==> src/rtl/rx_tmo_pkg.sv <==
package rx_tmo_pkg;

   typedef enum logic [1:0] {
      DLEN_5 = 2'd0,
      DLEN_6 = 2'd1,
      DLEN_7 = 2'd2,
      DLEN_8 = 2'd3
   } dlen_e;

   localparam int unsigned MIN_DATA   = 5;
   localparam int unsigned MAX_FRAME  = 12;
   localparam int unsigned MIN_FRAME  = 7;
   localparam int unsigned FRAME_W    = $clog2(MAX_FRAME + 1);

   typedef logic [FRAME_W-1:0] frame_len_t;

   typedef struct packed {
      dlen_e dlen;
      logic  parity;
      logic  stop2;
   } frame_cfg_t;

endpackage

==> src/rtl/rx_tmo_frame_len.sv <==
module rx_tmo_frame_len
   import rx_tmo_pkg::*;
(
   input  frame_cfg_t cfg_i,
   output frame_len_t bits_o
);

   frame_len_t data_n;
   frame_len_t par_n;
   frame_len_t stop_n;

   always_comb begin
      data_n = frame_len_t'(MIN_DATA) + frame_len_t'(cfg_i.dlen);
      par_n  = cfg_i.parity ? frame_len_t'(1) : frame_len_t'(0);
      stop_n = cfg_i.stop2  ? frame_len_t'(2) : frame_len_t'(1);
      bits_o = frame_len_t'(1) + data_n + par_n + stop_n;
   end

endmodule

==> src/rtl/rx_tmo_bit_clk.sv <==
module rx_tmo_bit_clk #(
   parameter int unsigned OVERSAMPLE = 16
) (
   input  logic clk,
   input  logic rst_n,
   input  logic restart_i,
   input  logic tick_i,
   output logic bit_stb_o
);

   localparam int unsigned CNT_W = (OVERSAMPLE > 1) ? $clog2(OVERSAMPLE) : 1;
   localparam logic [CNT_W-1:0] LAST = CNT_W'(OVERSAMPLE - 1);
   localparam bit IS_POW2 = (OVERSAMPLE & (OVERSAMPLE - 1)) == 0;

   logic [CNT_W-1:0] sub_q;

   generate
      if (OVERSAMPLE < 2) begin : g_bad_os
         $error("rx_tmo_bit_clk: OVERSAMPLE must be at least 2");
      end

      if (IS_POW2) begin : g_wrap
         always_ff @(posedge clk or negedge rst_n) begin
            if (!rst_n)         sub_q <= '0;
            else if (restart_i) sub_q <= '0;
            else if (tick_i)    sub_q <= sub_q + 1'b1;
         end
      end else begin : g_cmp
         always_ff @(posedge clk or negedge rst_n) begin
            if (!rst_n)         sub_q <= '0;
            else if (restart_i) sub_q <= '0;
            else if (tick_i)    sub_q <= (sub_q == LAST) ? '0 : sub_q + 1'b1;
         end
      end
   endgenerate

   assign bit_stb_o = tick_i && !restart_i && (sub_q == LAST);

   assert_no_tick_hold_R9: assert property (@(posedge clk) disable iff (!rst_n)
      (!tick_i && !restart_i) |=> $stable(sub_q));

   assert_restart_zero_R3: assert property (@(posedge clk) disable iff (!rst_n)
      restart_i |=> (sub_q == '0));

endmodule

==> src/rtl/rx_tmo_char_timer.sv <==
module rx_tmo_char_timer
   import rx_tmo_pkg::*;
#(
   parameter int unsigned IDLE_CHARS = 4
) (
   input  logic       clk,
   input  logic       rst_n,
   input  logic       restart_i,
   input  logic       bit_stb_i,
   input  frame_len_t frame_bits_i,
   output logic       stale_o
);

   localparam int unsigned CC_W = $clog2(IDLE_CHARS + 1);
   localparam logic [CC_W-1:0] LIMIT = CC_W'(IDLE_CHARS);

   frame_len_t       bit_q;
   logic [CC_W-1:0]  chr_q;
   logic             char_end;

   generate
      if (IDLE_CHARS < 1) begin : g_bad_idle
         $error("rx_tmo_char_timer: IDLE_CHARS must be at least 1");
      end
   endgenerate

   assign char_end = bit_stb_i && (bit_q >= frame_bits_i - 1'b1);

   always_ff @(posedge clk or negedge rst_n) begin
      if (!rst_n)          bit_q <= '0;
      else if (restart_i)  bit_q <= '0;
      else if (char_end)   bit_q <= '0;
      else if (bit_stb_i)  bit_q <= bit_q + 1'b1;
   end

   always_ff @(posedge clk or negedge rst_n) begin
      if (!rst_n)                        chr_q <= '0;
      else if (restart_i)                chr_q <= '0;
      else if (char_end && chr_q != LIMIT) chr_q <= chr_q + 1'b1;
   end

   assign stale_o = (chr_q == LIMIT);

   assert_no_overflow_R8: assert property (@(posedge clk) disable iff (!rst_n)
      chr_q <= LIMIT);

   assert_stale_holds_R8: assert property (@(posedge clk) disable iff (!rst_n)
      (stale_o && !restart_i) |=> stale_o);

   assert_stale_only_at_char_end_R1: assert property (@(posedge clk) disable iff (!rst_n)
      $rose(stale_o) |-> $past(char_end));

   assert_bit_count_bound_R2: assert property (@(posedge clk) disable iff (!rst_n)
      bit_q < frame_len_t'(MAX_FRAME));

endmodule

==> src/rtl/rx_stale_timeout.sv <==
module rx_stale_timeout
   import rx_tmo_pkg::*;
#(
   parameter int unsigned OVERSAMPLE = 16,
   parameter int unsigned IDLE_CHARS = 4
) (
   input  logic       clk,
   input  logic       rst_n,
   input  logic       baud_tick,
   input  logic       fifo_en,
   input  logic       tmo_en,
   input  logic [1:0] data_bits,
   input  logic       parity_en,
   input  logic       two_stop,
   input  logic       fifo_nonempty,
   input  logic       char_rcvd,
   input  logic       fifo_read,
   input  logic       start_seen,
   output logic       timeout
);

   frame_cfg_t cfg;
   frame_len_t frame_bits;
   logic       restart;
   logic       bit_stb;
   logic       stale;

   assign cfg.dlen   = dlen_e'(data_bits);
   assign cfg.parity = parity_en;
   assign cfg.stop2  = two_stop;

   assign restart = char_rcvd | fifo_read | start_seen;

   rx_tmo_frame_len u_len (
      .cfg_i  (cfg),
      .bits_o (frame_bits)
   );

   rx_tmo_bit_clk #(.OVERSAMPLE(OVERSAMPLE)) u_bclk (
      .clk       (clk),
      .rst_n     (rst_n),
      .restart_i (restart),
      .tick_i    (baud_tick),
      .bit_stb_o (bit_stb)
   );

   rx_tmo_char_timer #(.IDLE_CHARS(IDLE_CHARS)) u_ctmr (
      .clk          (clk),
      .rst_n        (rst_n),
      .restart_i    (restart),
      .bit_stb_i    (bit_stb),
      .frame_bits_i (frame_bits),
      .stale_o      (stale)
   );

   assign timeout = stale & fifo_en & tmo_en & fifo_nonempty;

   assert_frame_range_R2: assert property (@(posedge clk) disable iff (!rst_n)
      (frame_bits >= frame_len_t'(MIN_FRAME)) && (frame_bits <= frame_len_t'(MAX_FRAME)));

   assert_read_clears_R4: assert property (@(posedge clk) disable iff (!rst_n)
      fifo_read |=> !timeout);

   assert_start_clears_R5: assert property (@(posedge clk) disable iff (!rst_n)
      start_seen |=> !timeout);

   assert_char_clears_R3: assert property (@(posedge clk) disable iff (!rst_n)
      char_rcvd |=> !timeout);

endmodule

==> config.mk <==
export PLATFORM = sky130hd
export DESIGN_NAME = rx_stale_timeout
export DESIGN_NICKNAME = d
export VERILOG_FILES = /design/src/rtl/rx_tmo_pkg.sv /design/src/rtl/rx_tmo_frame_len.sv /design/src/rtl/rx_tmo_bit_clk.sv /design/src/rtl/rx_tmo_char_timer.sv /design/src/rtl/rx_stale_timeout.sv
export SDC_FILE = /design/constraint.sdc
export NUM_CORES = 1
export LEC_CHECK = 0
export ABC_AREA = 0
export CORE_MARGIN = 3
export CORE_UTILIZATION = 32
export DETAILED_ROUTE_END_ITERATION = 8
export SETUP_SLACK_MARGIN = 0.1
export SYNTH_ARGS = -nofsm -noshare
export SYNTH_HDL_FRONTEND = slang
export SYNTH_SLANG_ARGS = --single-unit
==> constraint.sdc <==
create_clock -name clk -period 5.35 [get_ports clk]
set_input_delay 1.07 -clock clk [delete_from_list [all_inputs] [get_ports clk]]
set_output_delay 1.07 -clock clk [all_outputs]
set_load 0.02 [all_outputs]
# Word level (Yosys, flattened, before mapping)
# Cells that the tools add are included.
[word_totals]
in_bits = 13
reg_bits = 11
output_inout_bits = 1
elab_cells = 37
[classes]
muxes = 9
addsub = 8
eq_ne = 3
n_bitwise = 5
n_lt_le_gt_ge = 1
reduce_logical = 8
[op_table]
columns = ["cell", "n"]
rows = [
  ["$mux 4", 5],
  ["$add 4x1->4 const B", 2],
  ["$add 4x4->4", 2],
  ["$mux 3", 2],
  ["$add 1x4->4 const A", 1],
  ["$add 3x2->4 const A", 1],
  ["$eq 4x4->1 const B", 1],
  ["$ge 4x4->1", 1],
  ["$logic_and 1x1->1", 4],
  ["$reduce_bool 2->1", 2],
  ["$sub 4x1->4 const B", 1],
  ["$add 3x1->3 const B", 1],
  ["$and 1x1->1", 3],
  ["$eq 3x3->1 const B", 1],
  ["$ne 3x3->1 const B", 1],
  ["$reduce_bool 3->1", 1],
  ["$mux 2", 1],
  ["$or 1x1->1", 2],
  ["$logic_not 1->1", 1],
  ["$mux 1", 1],
]

# Depth between registers and ports, before layout
# Gate-level depths: netlist of run 1.
[depth]
ltp_word = 10
mapped_depth = 11
mapped_depth_nobuf = 11

# Cells and area by module
# Synthesis of run 1 repeated with hierarchy kept, for this count alone.
[hier_totals]
cells_unflattened = 89
hier_area_um2 = 859.6
[by_module_without_submodules]
columns = ["mod", "n_inst", "seq_area_each_um2", "cells_per_inst", "area_per_inst_um2"]
rows = [
  ["rx_tmo_char_timer", 1, 175.2, 59, 536.8],
  ["rx_tmo_bit_clk", 1, 100.1, 18, 227.7],
  ["rx_tmo_frame_len", 1, 0.0, 10, 80.1],
  ["rx_stale_timeout", 1, 0.0, 2, 15.0],
]

# Worst setup path before layout of run 1
# OpenSTA, ideal clock, no wires.
[synth_timing]
path_type = "input-to-reg"
startpoint = "input port data_bits[0]"
endpoint = "register u_ctmr.chr_q[0]"
setup_ns = 0.139
path_buffers = 0
arrival_time_ns = 3.134
t_required_ns = 5.211
slack_ns = 2.077
stages = 11
path_cell_list = "inv_1 > ha_1 > inv_1 > ha_1 > fa_1 > xor2_1 > ha_1 > or2_2 > a21oi_2 > a2111oi_2 > mux2i_1"
[synth_via]
elab_chain_cells = 9
[synth_lines]
columns = ["item", "line", "source"]
rows = [
  ["start: declaration", "rx_stale_timeout.sv:12", "input logic [1:0] data_bits,"],
  ["$add 3x2->4", "rx_tmo_frame_len.sv:13", "data_n = frame_len_t'(MIN_DATA) + frame_len_t'(cfg_i.dlen);"],
  ["$add 1x4->4", "rx_tmo_frame_len.sv:16", "bits_o = frame_len_t'(1) + data_n + par_n + stop_n;"],
  ["$add 4x4->4 (2 in series)", "rx_tmo_frame_len.sv:16", ""],
  ["$sub 4x1->4", "rx_tmo_char_timer.sv:27", "assign char_end = bit_stb_i && (bit_q >= frame_bits_i - 1'b1);"],
  ["$ge 4x4->1", "rx_tmo_char_timer.sv:27", ""],
  ["$logic_and 1x1->1", "rx_tmo_char_timer.sv:27", ""],
  ["$logic_and 1x1->1", "rx_tmo_char_timer.sv:39", "else if (char_end && chr_q != LIMIT) chr_q <= chr_q + 1'b1;"],
  ["$reduce_bool 2->1 (no source line)", "--", ""],
  ["end signal: assignment", "rx_tmo_char_timer.sv:39", ""],
  ["end: declaration", "rx_tmo_char_timer.sv:18", "logic [CC_W-1:0] chr_q;"],
]
# No other way between the ends.
# A chain may end at the register's enable or synchronous reset.

# Worst setup path in the final report of run 1
[layout_timing]
startpoint = "input port data_bits[0]"
endpoint = "register u_ctmr.chr_q[2]"
# Same word-level chain as after synthesis.

==> results of run 1 <==
## critical path, delay by kind of cell
kind	cells	cell delay, ns
xor gates and xnor gates	1	0.17
and+or+nand+nor	2	0.41
adders and majority gates	4	1.10
muxes	1	0.15
buffers and inverters	3	0.53
AOI/OAI and AO/OA	1	0.34
## final timing paths
| path | start | end | slack [ns] | cells after the start |
|---|---|---|---|---|
| setup / recovery | data_bits[0] | u_ctmr.chr_q[2] | 1.74 | 12 |
| hold / removal | u_ctmr.chr_q[0] | u_ctmr.chr_q[0] | 0.56 | 2 |
| setup reg to reg | u_ctmr.bit_q[0] | u_ctmr.bit_q[2] | 3.43 | 6 |
| hold reg to reg | u_ctmr.chr_q[0] | u_ctmr.chr_q[0] | 0.56 | 2 |
| max in group asynchronous | rst_n | u_ctmr.chr_q[1] | 3.85 | 1 |
| min in group asynchronous | rst_n | u_bclk.sub_q[0] | 1.15 | 1 |
## power by group through the flow
stage               Clock [uW]  Combinational, uW  Sequential [uW]
CTS                       61.4               46.2             83.6
detailed placement           0               46.0             85.2
global route              64.1               50.9             83.6
global placement             0               44.4             85.2
floorplan                    0               30.0             85.2
finish                    58.0               45.2             83.6
## synth_stat cells (all sizes together)
cell type,n,area share
o21ai,4,0.023
fa,2,0.047
a2111oi,2,0.050
nand3,4,0.023
nor2,6,0.026
o211ai,2,0.018
nand2b,1,0.016
inv,11,0.048
buf,2,0.012
nor2b,1,0.0073
a31oi,1,0.0073
mux2i,4,0.047
xnor2,1,0.010
a21oi,3,0.022
nor4,1,0.0073
a21boi,1,0.0088
dfrtp,11,0.32
nand2,10,0.044
nand4,2,0.022
nor3b,1,0.0088
ha,11,0.16
nor3,1,0.0058
nor4b,1,0.010
or3,1,0.0073
xor2,3,0.031
o2111ai,1,0.010
or2,1,0.0073
## layout make-up
class / count / area (sq um) / share of cell area
sequential: 11 / 275 / 0.264
clock buffer: 3 / 22.5 / 0.0216
multi-input combinational: 65 / 531 / 0.509
tap: 30 / 37.5 / 0.0360
timing repair buffer: 13 / 130 / 0.125
clock inverter: 1 / 5.00 / 0.00480
inverter: 11 / 41.3 / 0.0396
## registers in the layout, indices dropped and copies added (netlist names)
name	cells
u_bclk.sub_q	4
u_ctmr.bit_q	4
u_ctmr.chr_q	3
## per-stage QoR
step	total power (uW)	util	instance area, sq um
after floorplan	115	-	857
after global placement	130	0.402	1010
after detailed placement	131	0.402	1010
after CTS	191	0.413	1040
after global routing	199	0.413	1040
final	187	0.413	1040
## cell usage in the layout, fill, tap and decap left out, types with 2 or more instances in the layout
cell | netlist | routed
sky130_fd_sc_hd__xor2_1 | 3 | 3
sky130_fd_sc_hd__o21ai_0 | 4 | 4
sky130_fd_sc_hd__nand3_1 | 4 | 4
sky130_fd_sc_hd__inv_1 | 11 | 11
sky130_fd_sc_hd__dfrtp_1 | 11 | 11
sky130_fd_sc_hd__nor2_1 | 6 | 6
sky130_fd_sc_hd__a21oi_1 | 2 | 2
sky130_fd_sc_hd__nand2_1 | 10 | 10
sky130_fd_sc_hd__ha_1 | 11 | 11
sky130_fd_sc_hd__mux2i_1 | 4 | 4
sky130_fd_sc_hd__fa_1 | 2 | 2
sky130_fd_sc_hd__clkdlybuf4s50_1 | 0 | 13
sky130_fd_sc_hd__clkbuf_4 | 0 | 3
sky130_fd_sc_hd__o211ai_1 | 2 | 2
## routing by layer
| metal | up-vias | routed length, um | global-route usage |
|---|---|---|---|
| met5 | - | 0 | 0 |
| met4 | 0 | 6 | 0.0397 |
| met3 | 2 | 68 | 0.0156 |
| met2 | 11 | 704 | 0.165 |
| met1 | 328 | 749 | 0.132 |
| li1 | 342 | - | - |
## logic make-up (layout without fill, tap and decap cells)
logic type | after synthesis | after routing | share of synthesized area
AND/OR/NAND/NOR | 30 | 30 | 0.185
AO/OA/AOI/OAI | 14 | 14 | 0.139
adder cells (fa/ha/maj) | 13 | 13 | 0.207
buffers and inverters | 13 | 28 | 0.0599
flip-flops | 11 | 11 | 0.321
XOR/XNOR | 4 | 4 | 0.0409
multiplexers | 4 | 4 | 0.0467
==> results, run 1 <==
- For this configuration, the core starts out at a cell density of 0.340.
- The synthesis-to-finish area growth is 21.6%.
- Port buffering added 13 buffers.
- The number of instances in the synthesized netlist is about 90.
- The top achievable clock speed is 277 MHz.
- The required time of the critical path is 5.49 ns.
- The combinational fraction of design power is 0.242.
- Headroom to the max-slew limit came out at 0.507.
- The summed instance area of the synthesized netlist is about 860 sq um.
- The register share of total power is 0.447.
- The number of global-route vias before repair came to around 640.
- After synthesis, the netlist uses 30 different library cells.
- Setup violations remaining at the end of the flow were counted as 0.
- Of the synthesized area, sequential elements account for 0.321.
- The run finished with clean final reports.
- A synthesized cell averages 9.63 sq um.
- The clock tree from TritonCTS is built.
- The quantity of hold-fixing buffers added after cts is 0.
- The total grt overflow is 0.
- The largest driver fanout on the critical path is 8.
- The signal on the critical path passes through clkdlybuf4s50_1 > inv_1 > ha_1 > inv_1 > ha_1 > fa_1 > xor2_1 > ha_1 > or2_2 > a21oi_2 > nor4b_1 > mux2i_1.
- The area of the core region is ~0.0025 sq mm.
- The CTS root buffer is sky130_fd_sc_hd__clkbuf_4.
- In this design, the stage delay of the slowest critical-path cell is about 0.45 ns.
- The share of final-layout standard cells stronger than drive strength 1 is 0.0962.
- In the final routed layout, each cell accounts on average for 11.4 um.
- After clock tree synthesis, the clock-pin slew on the worst setup and hold paths is approximately 0.07 ns.
- For this run, the number of Yosys warnings is 0.
- The die covers about 0.0033 sq mm.
- Power spread over the standard cell area amounts to roughly 180 mW/mm^2.
- The kind of critical path is input pin to flop.
- The die extent in y is between 50 and 60 um.
- The number of fillers in the final layout is 276.
- Adding up every negative setup slack in the final design gives 0 ns.
- The share of the cycle needed by the critical path after routing is 0.676.
- The antenna violation net count after detailed routing is 0.
- The width of the die is about 58 um.
- After detailed routing, the total wire length is roughly 1500 um.
- The first-pass GRT wire length is between 2000 and 3000 um.
- The synthesized design contains 11 register bits.
- The post-route DRC violation count is 0.
- For the worst-skew pair, the clock arrives at the later sink with an insertion delay of about 0.27 ns.
- The clock net in this run drives a total of 11 sinks.
- Hold timing on the final database bottoms out at a slack of between 0.5 and 0.6 ns.
- The clock arrives with approximately 0.0047 ns of skew.
- Dividing the detail-routed via count by the number of cells gives approximately 5.1.
- The number of placed instances with taps included is between 100 and 150.
- Entering global routing, the biggest net connects 12 pins.
- Row generation in the floorplan step produced 18 rows.
- For the finished layout, the period the worst path requires is roughly 3.6 ns.
- The worst setup slack after placement is roughly 1.5 ns.
- The most numerous cell type found on the critical path is sky130_fd_sc_hd__ha_1.
- For the pin with the worst max-slew slack, the measured transition is 0.734 ns.
- The path class of the tightest hold or removal check is flop to flop.
- The number of buffers on the longest clock path is 2.
- Across the VDD grid, the largest voltage drop is approximately 120 uV.
- The static leakage power is approximately 0.00047 uW.
- The repair_antennas step left the layout with diodes totalling 0.
- During I/O placement, the number of pins put on the boundary was 14.
- The type of element launching the critical path is an input pin.
- The slowest stage cell on the critical path is sky130_fd_sc_hd__clkdlybuf4s50_1.
- Across every metal layer, demand over resource in global routing totals 0.100.
- The power share of the clock group is 0.311.
- The number of H-tree branching levels is 1.
- The number of nets in the synthesized netlist is 115.
- The last weighted congestion value of the routability-driven placer is ~0.73.
- The final-report hold violation count is 0.
- The switching part of the total is 0.281.
- STA classifies the critical path endpoint as a flop.
- At the end of the flow, the number of nets in the layout was about 130.
- The total of max-cap violations is 0.
- Excluding fillers, the count of instances in the completed layout stands at between 100 and 150.
- The final number of max-transition violations is 0.
- The number of buffers added for setup after CTS is 0.
- The total net switching power is 52.4 uW.
- The initial antenna violation count is 0.
- The arrival time at the worst endpoint is 3.75 ns.
- Counting the buffers created by CTS gives 3.
- The count of vias placed by the detailed router is approximately 680.
- The smallest setup slack after layout is approximately 1.7 ns.
- The pre-antenna-repair detailed-routing pass consisted of 4 iterations.
- The DRC marker count from the first detailed-route iteration is 15.
- The post-cts gate resize count is 0.
- The design internal power is ~130 uW.
- The half-perimeter wire length after placement is between 1000 and 1500 um.
- Setup repair after global routing left no endpoint under its margin.
Power figures use the tool's default switching activity.
==> run 2: changes to the inputs <==
Clock period 5.35 ns to 3.66 ns, I/O delays scaled along.
==> run 2 against run 1 <==
  * Flip-flop and latch count unchanged
  * Worst setup slack worse by 1.4 ns
  * Sequential share of layout area about the same
  * Non-clock buffer count unchanged
  * First-iteration DRC count unchanged
  * Combinational power up 50%
  * Count of clock-buffer cells in the layout up 1
  * Utilization about the same
  * Cell count unchanged
  * Routed wire length up 5.0%
  * Worst hold slack worse by 0.0090 ns
  * Critical endpoint is now u_ctmr.chr_q[0]
==> results, run 2 (synthesis results as in run 1) <==
- The run finished with clean final reports.
- The area of the core region is between 0.002 and 0.003 sq mm.
- Clock-pin slew was measured on the worst setup and hold paths at about 0.06 ns.
- Setup repair after global routing left no endpoint under its margin.
- The first detailed-routing pass took 4 iterations.
- In the global route stage, met2 resource usage came out at 0.173.
- The startpoint identified for the worst register-to-register timing path is u_ctmr.bit_q[0].
- Input and output buffers added on the ports amount to 13.
- In the layout the commonest cells are sky130_fd_sc_hd__clkdlybuf4s50_1, sky130_fd_sc_hd__inv_1, sky130_fd_sc_hd__ha_1, sky130_fd_sc_hd__dfrtp_1, sky130_fd_sc_hd__nand2_1.
- The worst setup path is launched from an input pin.
- The pin slew with the least headroom to its limit is roughly 0.80 ns.
- The number of cells traversed by the worst register-to-register path is 6.
- The antenna violation net count after detailed routing is 0.
- The post-cts gate resize count is 0.
- For this run, the total global-route usage over all layers was measured as 0.109.
- Relative to the synthesized area, the layout overhead comes to 21.5%.
- In the post-route analysis, the smallest setup slack over all paths is 0.327 ns.
- The number of failing setup endpoints in the final timing report is 0.
- The final number of max-transition violations is 0.
- The arrival time at the worst endpoint is 3.47 ns.
- The required time of the critical path is between 3 and 4 ns.
- The worst setup path is captured at a flop.
- The library cell used most frequently in the layout, excluding fill and tap cells, is sky130_fd_sc_hd__clkdlybuf4s50_1.
- At the end of the flow, the number of nets in the layout was roughly 130.
- Along the worst hold path, the cell count comes to 2.
- The met3 track demand over resource is 0.0134.
- The number of buffers added for setup after CTS is 0.
- The vias per cell is about 5.
- The last weighted congestion value of the routability-driven placer is 0.762.
- The final-report hold violation count was 0.
- In the global route stage, met1 resource usage came out at 0.150.
- For this design, the CTS-stage hold fixing added 0 buffers.
- Once detailed placement completed, the half-perimeter wirelength came to 1300 um.
- For this run, design rule violations remaining after detail routing come to 0.
- The number of buffers on the longest clock path is 2.
- The insertion delay to the later sink of the worst-skew pair is between 0.2 and 0.3 ns.
- In this run the static leakage power is approximately 0.00047 uW.
- The initial antenna violation count is 0.
- Buffers inserted during clock tree synthesis total 3.
- Timing would allow up to around 300 MHz.
- Entering global routing, the biggest net connects 12 pins.
- The count of vias placed by the detailed router is around 700.
- The number of H-tree branching levels is 1.
- At the placement stage, the worst setup path has a slack of 0.0312 ns.
- TritonCTS built the clock tree.
- The setup slack of the most critical reg-to-reg path is 1.77 ns.
- In the final layout, the registers with the most flip-flops are u_bclk.sub_q: 4 flops, u_ctmr.bit_q: 4 flops, u_ctmr.chr_q: 3 flops.
- The maximum resistive drop on vdd is roughly 170 uV.
- The power density over the cells is ~260 mW/mm^2.
- The total grt overflow is 0.
- The setup TNS after final layout is 0 ns.
- The largest driver fanout on the critical path is 8.
- Measured against its own limit, the worst slew margin works out to 0.462.
- The clock skew after layout is between 0.002 and 0.0025 ns.
- The routed wire length is between 1500 and 2000 um.
- The critical path is of the input pin to flop type.
- In this run the worst hold path is classified as flop to flop.
- The number of sinks handled by clock tree synthesis is 11.
- The repair_antennas step left the layout with diodes totalling 0.
- The worst reg2reg path endpoint is u_ctmr.chr_q[0].
- In this run the most critical hold path is launched from u_ctmr.chr_q[1].
- The first global-routing pass estimated ~2900 um of wire.
- In this run the clock root is driven by a sky130_fd_sc_hd__clkbuf_4.
- Dividing the final minimum period by the clock period gives 0.911.
- In the final layout, the share of cells above drive strength 1 is 0.0865.
- The initial core utilization is 0.340.
- The number of global-route vias before repair is approximately 650.
- Dividing the detail-routed wire length by the instance count gives about 12 um.
- The die is 57.8 um tall.
- The worst hold path terminates at u_ctmr.chr_q[1].
- The width of the die is 57.8 um.
- Across the run, the number of max-cap violations was 0.
- The global-route layer with the greatest usage is met2.
- The initialized floorplan defines 18 standard-cell rows.
- The die outline area is ~0.0033 sq mm.
- The DRC marker count from the first detailed-route iteration is 15.
- The worst path in the final design needs a cycle of approximately 3.3 ns, including I/O delays and setup.
- The number of ports placed on the die boundary is 14.
run 2: cell types whose count changed in the layout (fill, tap and decap cells not counted):
cell | previous run | this run
sky130_fd_sc_hd__clkbuf_1 | 0 | 1
sky130_fd_sc_hd__clkinv_2 | 1 | 0
run 2: worst max-delay path by stage:
stage	startpoint	end	slack, ns	cells after the start
after floorplan	data_bits[0]	u_ctmr.chr_q[0]	0.73	11
after global placement	data_bits[0]	u_ctmr.chr_q[1]	0.13	12
after detailed placement	two_stop	u_ctmr.chr_q[0]	0.03	11
after CTS	two_stop	u_ctmr.chr_q[0]	0.32	11
after global routing	data_bits[0]	u_ctmr.chr_q[0]	0.19	12
final	two_stop	u_ctmr.chr_q[0]	0.33	11
run 2: worst max-delay path, stage by stage:
cell and delay (ns):
sky130_fd_sc_hd__clkdlybuf4s50_1 0.46, sky130_fd_sc_hd__ha_1 0.30, sky130_fd_sc_hd__inv_1 0.04, sky130_fd_sc_hd__ha_1 0.20, sky130_fd_sc_hd__fa_1 0.39, sky130_fd_sc_hd__xor2_1 0.18
sky130_fd_sc_hd__ha_1 0.27, sky130_fd_sc_hd__or2_2 0.29, sky130_fd_sc_hd__a21oi_2 0.33, sky130_fd_sc_hd__a2111oi_2 0.12, sky130_fd_sc_hd__mux2i_1 0.15
run 2: cell type report:
class / count / area (sq um)
sequential: 11 / 275
timing repair buffer: 13 / 130
clock buffer: 4 / 26.3
fill: 258 / 1480
tap: 30 / 37.5
inverter: 11 / 41.3
multi-input combinational: 65 / 531
run 2: layer usage:
layer | vias up | wire [um] | share of wire
met5 | - | 0 | 0
met3 | 3 | 76 | 0.047
met1 | 321 | 698 | 0.43
met2 | 19 | 805 | 0.50
met4 | 0 | 25 | 0.016
li1 | 340 | - | -
run 2: through the flow:
step                std cells  power (uW)  area (sq um)   util  hold WS (ns)
floorplan                  89         168           857      -         0.436
global placement          130         190          1010  0.402         0.534
detailed placement        130         193          1010  0.402         0.546
CTS                       134         277          1040  0.413         0.555
global route              134         290          1040  0.413         0.577
finish                    134         272          1040  0.413         0.554
run 2: where the power goes:
group | total (uW) | internal, uW | leakage, uW | switching, uW
Clock | 82.2 | 42.2 | 0.0000150 | 40.0
Combinational | 67.6 | 34.5 | 0.000297 | 33.1
Sequential | 122 | 122 | 0.000153 | 0.329
Total | 272 | 199 | 0.000465 | 73.4
==> run 3: changes to the inputs <==
Settings changed: CORE_ASPECT_RATIO from default to 1.75, GPL_TIMING_DRIVEN from default to 0.
==> run 3 against run 2 <==
  * Worst setup slack better by 0.022 ns
  * Register-to-register slack hardly changed
  * Critical path depth is 1 higher
  * Worst hold slack better by 0.0023 ns
  * Non-clock buffer count is 1 higher
  * Die area is 0.74% higher
  * Clock skew is 0.0040 ns higher
  * Count of clock-buffer cells in the layout is 1 lower
  * Global-route usage is 0.60 points lower
  * Cell count is 2.2% lower
  * Largest cell class unchanged
==> results, run 3 (synthesis results as in run 1) <==
- Leaving out fill and tap cells, the most frequent cell in the layout is sky130_fd_sc_hd__clkdlybuf4s50_1.
- The number of H-tree branching levels is 1.
- The static leakage power is 0.000478 uW.
- The last weighted congestion value of the routability-driven placer is approximately 0.72.
- The post-route DRC violation count is 0.
- Along the worst path, the maximum fanout reaches 8.
- Summing over every cut layer, the via total after detailed routing is between 600 and 700.
- For this design the top-level I/O count stands at 14.
- The filler-free cell count of the finished design is between 100 and 150.
- The antenna diode instance count is 0.
- IR analysis of the VDD net gives a maximum drop of about 160 uV.
- The insertion delay to the later sink of the worst-skew pair is around 0.24 ns.
- The top achievable clock speed is just over 300 MHz.
- The number of sinks handled by clock tree synthesis is 11.
- The arrival time at the worst endpoint is 3.41 ns.
- The clock skew after layout is 0.00637 ns.
- Summed over all nets, the half-perimeter wirelength after detailed placement is ~1200 um.
- In the final layout, the share of cells above drive strength 1 is 0.114.
- The number of buffers on the longest clock path is 2.
- The sort of element at the end of the critical path is a flop.
- The share of the cycle needed by the critical path after routing is 0.905.
- The die extent in y is about 74 um.
- The first-pass GRT wire length is approximately 2600 um.
- The routed wire length is 1490 um.
- The initial core utilization is 0.340.
- The switching part of the total is 0.251.
- Leaving out fill and tap cells, the most frequent cells in the layout are sky130_fd_sc_hd__clkdlybuf4s50_1, sky130_fd_sc_hd__inv_1, sky130_fd_sc_hd__ha_1, sky130_fd_sc_hd__dfrtp_1, sky130_fd_sc_hd__nand2_1.
- The number of buffers and inverters on the critical path is 3.
- The area of the core region is 0.00252 sq mm.
- Setup repair after global routing left no endpoint under its margin.
- The setup TNS after final layout is 0 ns.
- The required time of the critical path is about 3.8 ns.
- In this run the horizontal extent of the chip is about 45 um.
- The antenna violation net count after detailed routing is 0.
- The post-cts gate resize count is 0.
- The synthesis-to-finish area growth is 23.2%.
- The slowest stage cell on the critical path is sky130_fd_sc_hd__clkdlybuf4s50_1.
- In this run, post-CTS hold repair placed 0 buffers.
- The final-report hold violation count came to 0.
- The most numerous cell type found on the critical path is sky130_fd_sc_hd__ha_1.
- The register share of total power is 0.398.
- For the finished layout, the period the worst path requires is around 3.3 ns.
- After clock tree synthesis, the clock-pin slew on the worst setup and hold paths is 0.05 ns.
- The clock tree from TritonCTS is built.
- In this run the core area contains 24 standard-cell rows.
- At the pin with the least slew margin, the transition time is 0.757 ns.
- The final number of max-transition violations was 0.
- The total of max-cap violations is 0.
- The largest stage delay on the critical path is ~0.46 ns.
- Traced cell by cell, the critical path runs through clkdlybuf4s50_1 > inv_1 > ha_1 > inv_1 > ha_1 > fa_1 > xor2_1 > ha_1 > or2_2 > a21oi_2 > a2111oi_2 > mux2i_1.
- Setup violations remaining at the end of the flow were counted as 0.
- After clock tree synthesis, the setup repair step added 0 buffers.
- For this design the total switching power over the nets is between 70 and 80 uW.
- In this run, placement finished with an instance count of 127.
- The final routed wire length divided by cell count is 11.3 um.
- The number of global-route vias before repair was 643.
- Counting the buffers created by CTS gives 3.
- The CTS root buffer is sky130_fd_sc_hd__clkbuf_8.
- The maximum number of pins on one net before global-route repair is 12.
- The setup path with the least slack is of type input pin to flop.
- The design internal power is 231 uW.
- For this block, the initial DRC count from the detailed router was 5.
- The largest registers in the layout are u_bclk.sub_q: 4 flops, u_ctmr.bit_q: 4 flops, u_ctmr.chr_q: 3 flops.
- The share of total power dissipated in the clock network is 0.390.
- The cell family contributing the most delay on the critical path is adder cells.
- The initial antenna violation count came to 0.
- The power density over the cells is roughly 290 mW/mm^2.
- The final layout net count is 132.
- The die covers between 0.003 and 0.004 sq mm.
- The flow ran to the end, and the final reports show no timing, DRC or antenna violations.
- At the end of the flow the core is filled with cells to 0.419.
- The worst setup path is launched from an input pin.
- The tightest min-delay check is of the flop to flop type.
- Using the TritonRoute via totals, the vias-per-cell ratio works out to 5.02.
- The number of optimization iterations in the first detailed-route pass is 4.
- For this run, the total global-route usage over all layers was measured as 0.103.
- The count of input and output buffers is 12.
- The total grt overflow is 0.
- The combinational fraction of design power is 0.212.
- The max-slew headroom at the worst pin is 0.492.
[run 3: cell type report]
| cell class | count | area (sq um) |
|---|---|---|
| buffer | 2 | 10.0 |
| clock buffer | 3 | 41.3 |
| clock inverter | 1 | 5.00 |
| fill | 271 | 1470 |
| inverter | 11 | 41.3 |
| multi-input combinational | 65 | 531 |
| sequential | 11 | 275 |
| tap | 26 | 32.5 |
| timing repair buffer | 12 | 120 |
[run 3: through the flow]
stage / total power, uW / area [sq um] / hold slack (ns) / setup WS (ns)
global route: 329 / 1060 / 0.585 / 0.184
global placement: 189 / 1010 / 0.534 / 0.131
detailed placement: 191 / 1010 / 0.547 / 0.105
CTS: 313 / 1060 / 0.558 / 0.328
floorplan: 168 / 857 / 0.436 / 0.725
finish: 308 / 1060 / 0.557 / 0.349
[run 3: tightest hold or removal path: cells and delay by family (launching register included)]
family	cells	cell delay (ns)
simple gates	1	0.07
flops	1	0.39
mux	1	0.05
[run 3: worst paths after layout]
path,startpoint,end,slack [ns],depth (start not counted)
setup / recovery,data_bits[0],u_ctmr.chr_q[0],0.35,12
hold / removal,u_ctmr.chr_q[1],u_ctmr.chr_q[1],0.56,2
setup reg to reg,u_ctmr.bit_q[0],u_ctmr.bit_q[2],1.77,6
max in group asynchronous,rst_n,u_ctmr.chr_q[0],2.50,1
hold reg to reg,u_ctmr.chr_q[1],u_ctmr.chr_q[1],0.56,2
min in group asynchronous,rst_n,u_ctmr.bit_q[1],0.83,1
[run 3: per-layer routing]
layer  share of wire  global-route usage  vias to the layer above
met5               0                   0                        -
li1                -                   -                      338
met4           0.023              0.0586                        0
met3           0.035              0.0145                        5
met2            0.55               0.192                       12
met1            0.39               0.104                      303
[run 3: power groups by stage]
| stage | clock network (uW) | logic, uW | registers (uW) |
|---|---|---|---|
| after floorplan | 0 | 43.9 | 125 |
| after global placement | 0 | 64.6 | 125 |
| after detailed placement | 0 | 66.3 | 125 |
| after CTS | 124 | 66.8 | 122 |
| after global routing | 132 | 74.4 | 122 |
| final | 120 | 65.4 | 123 |
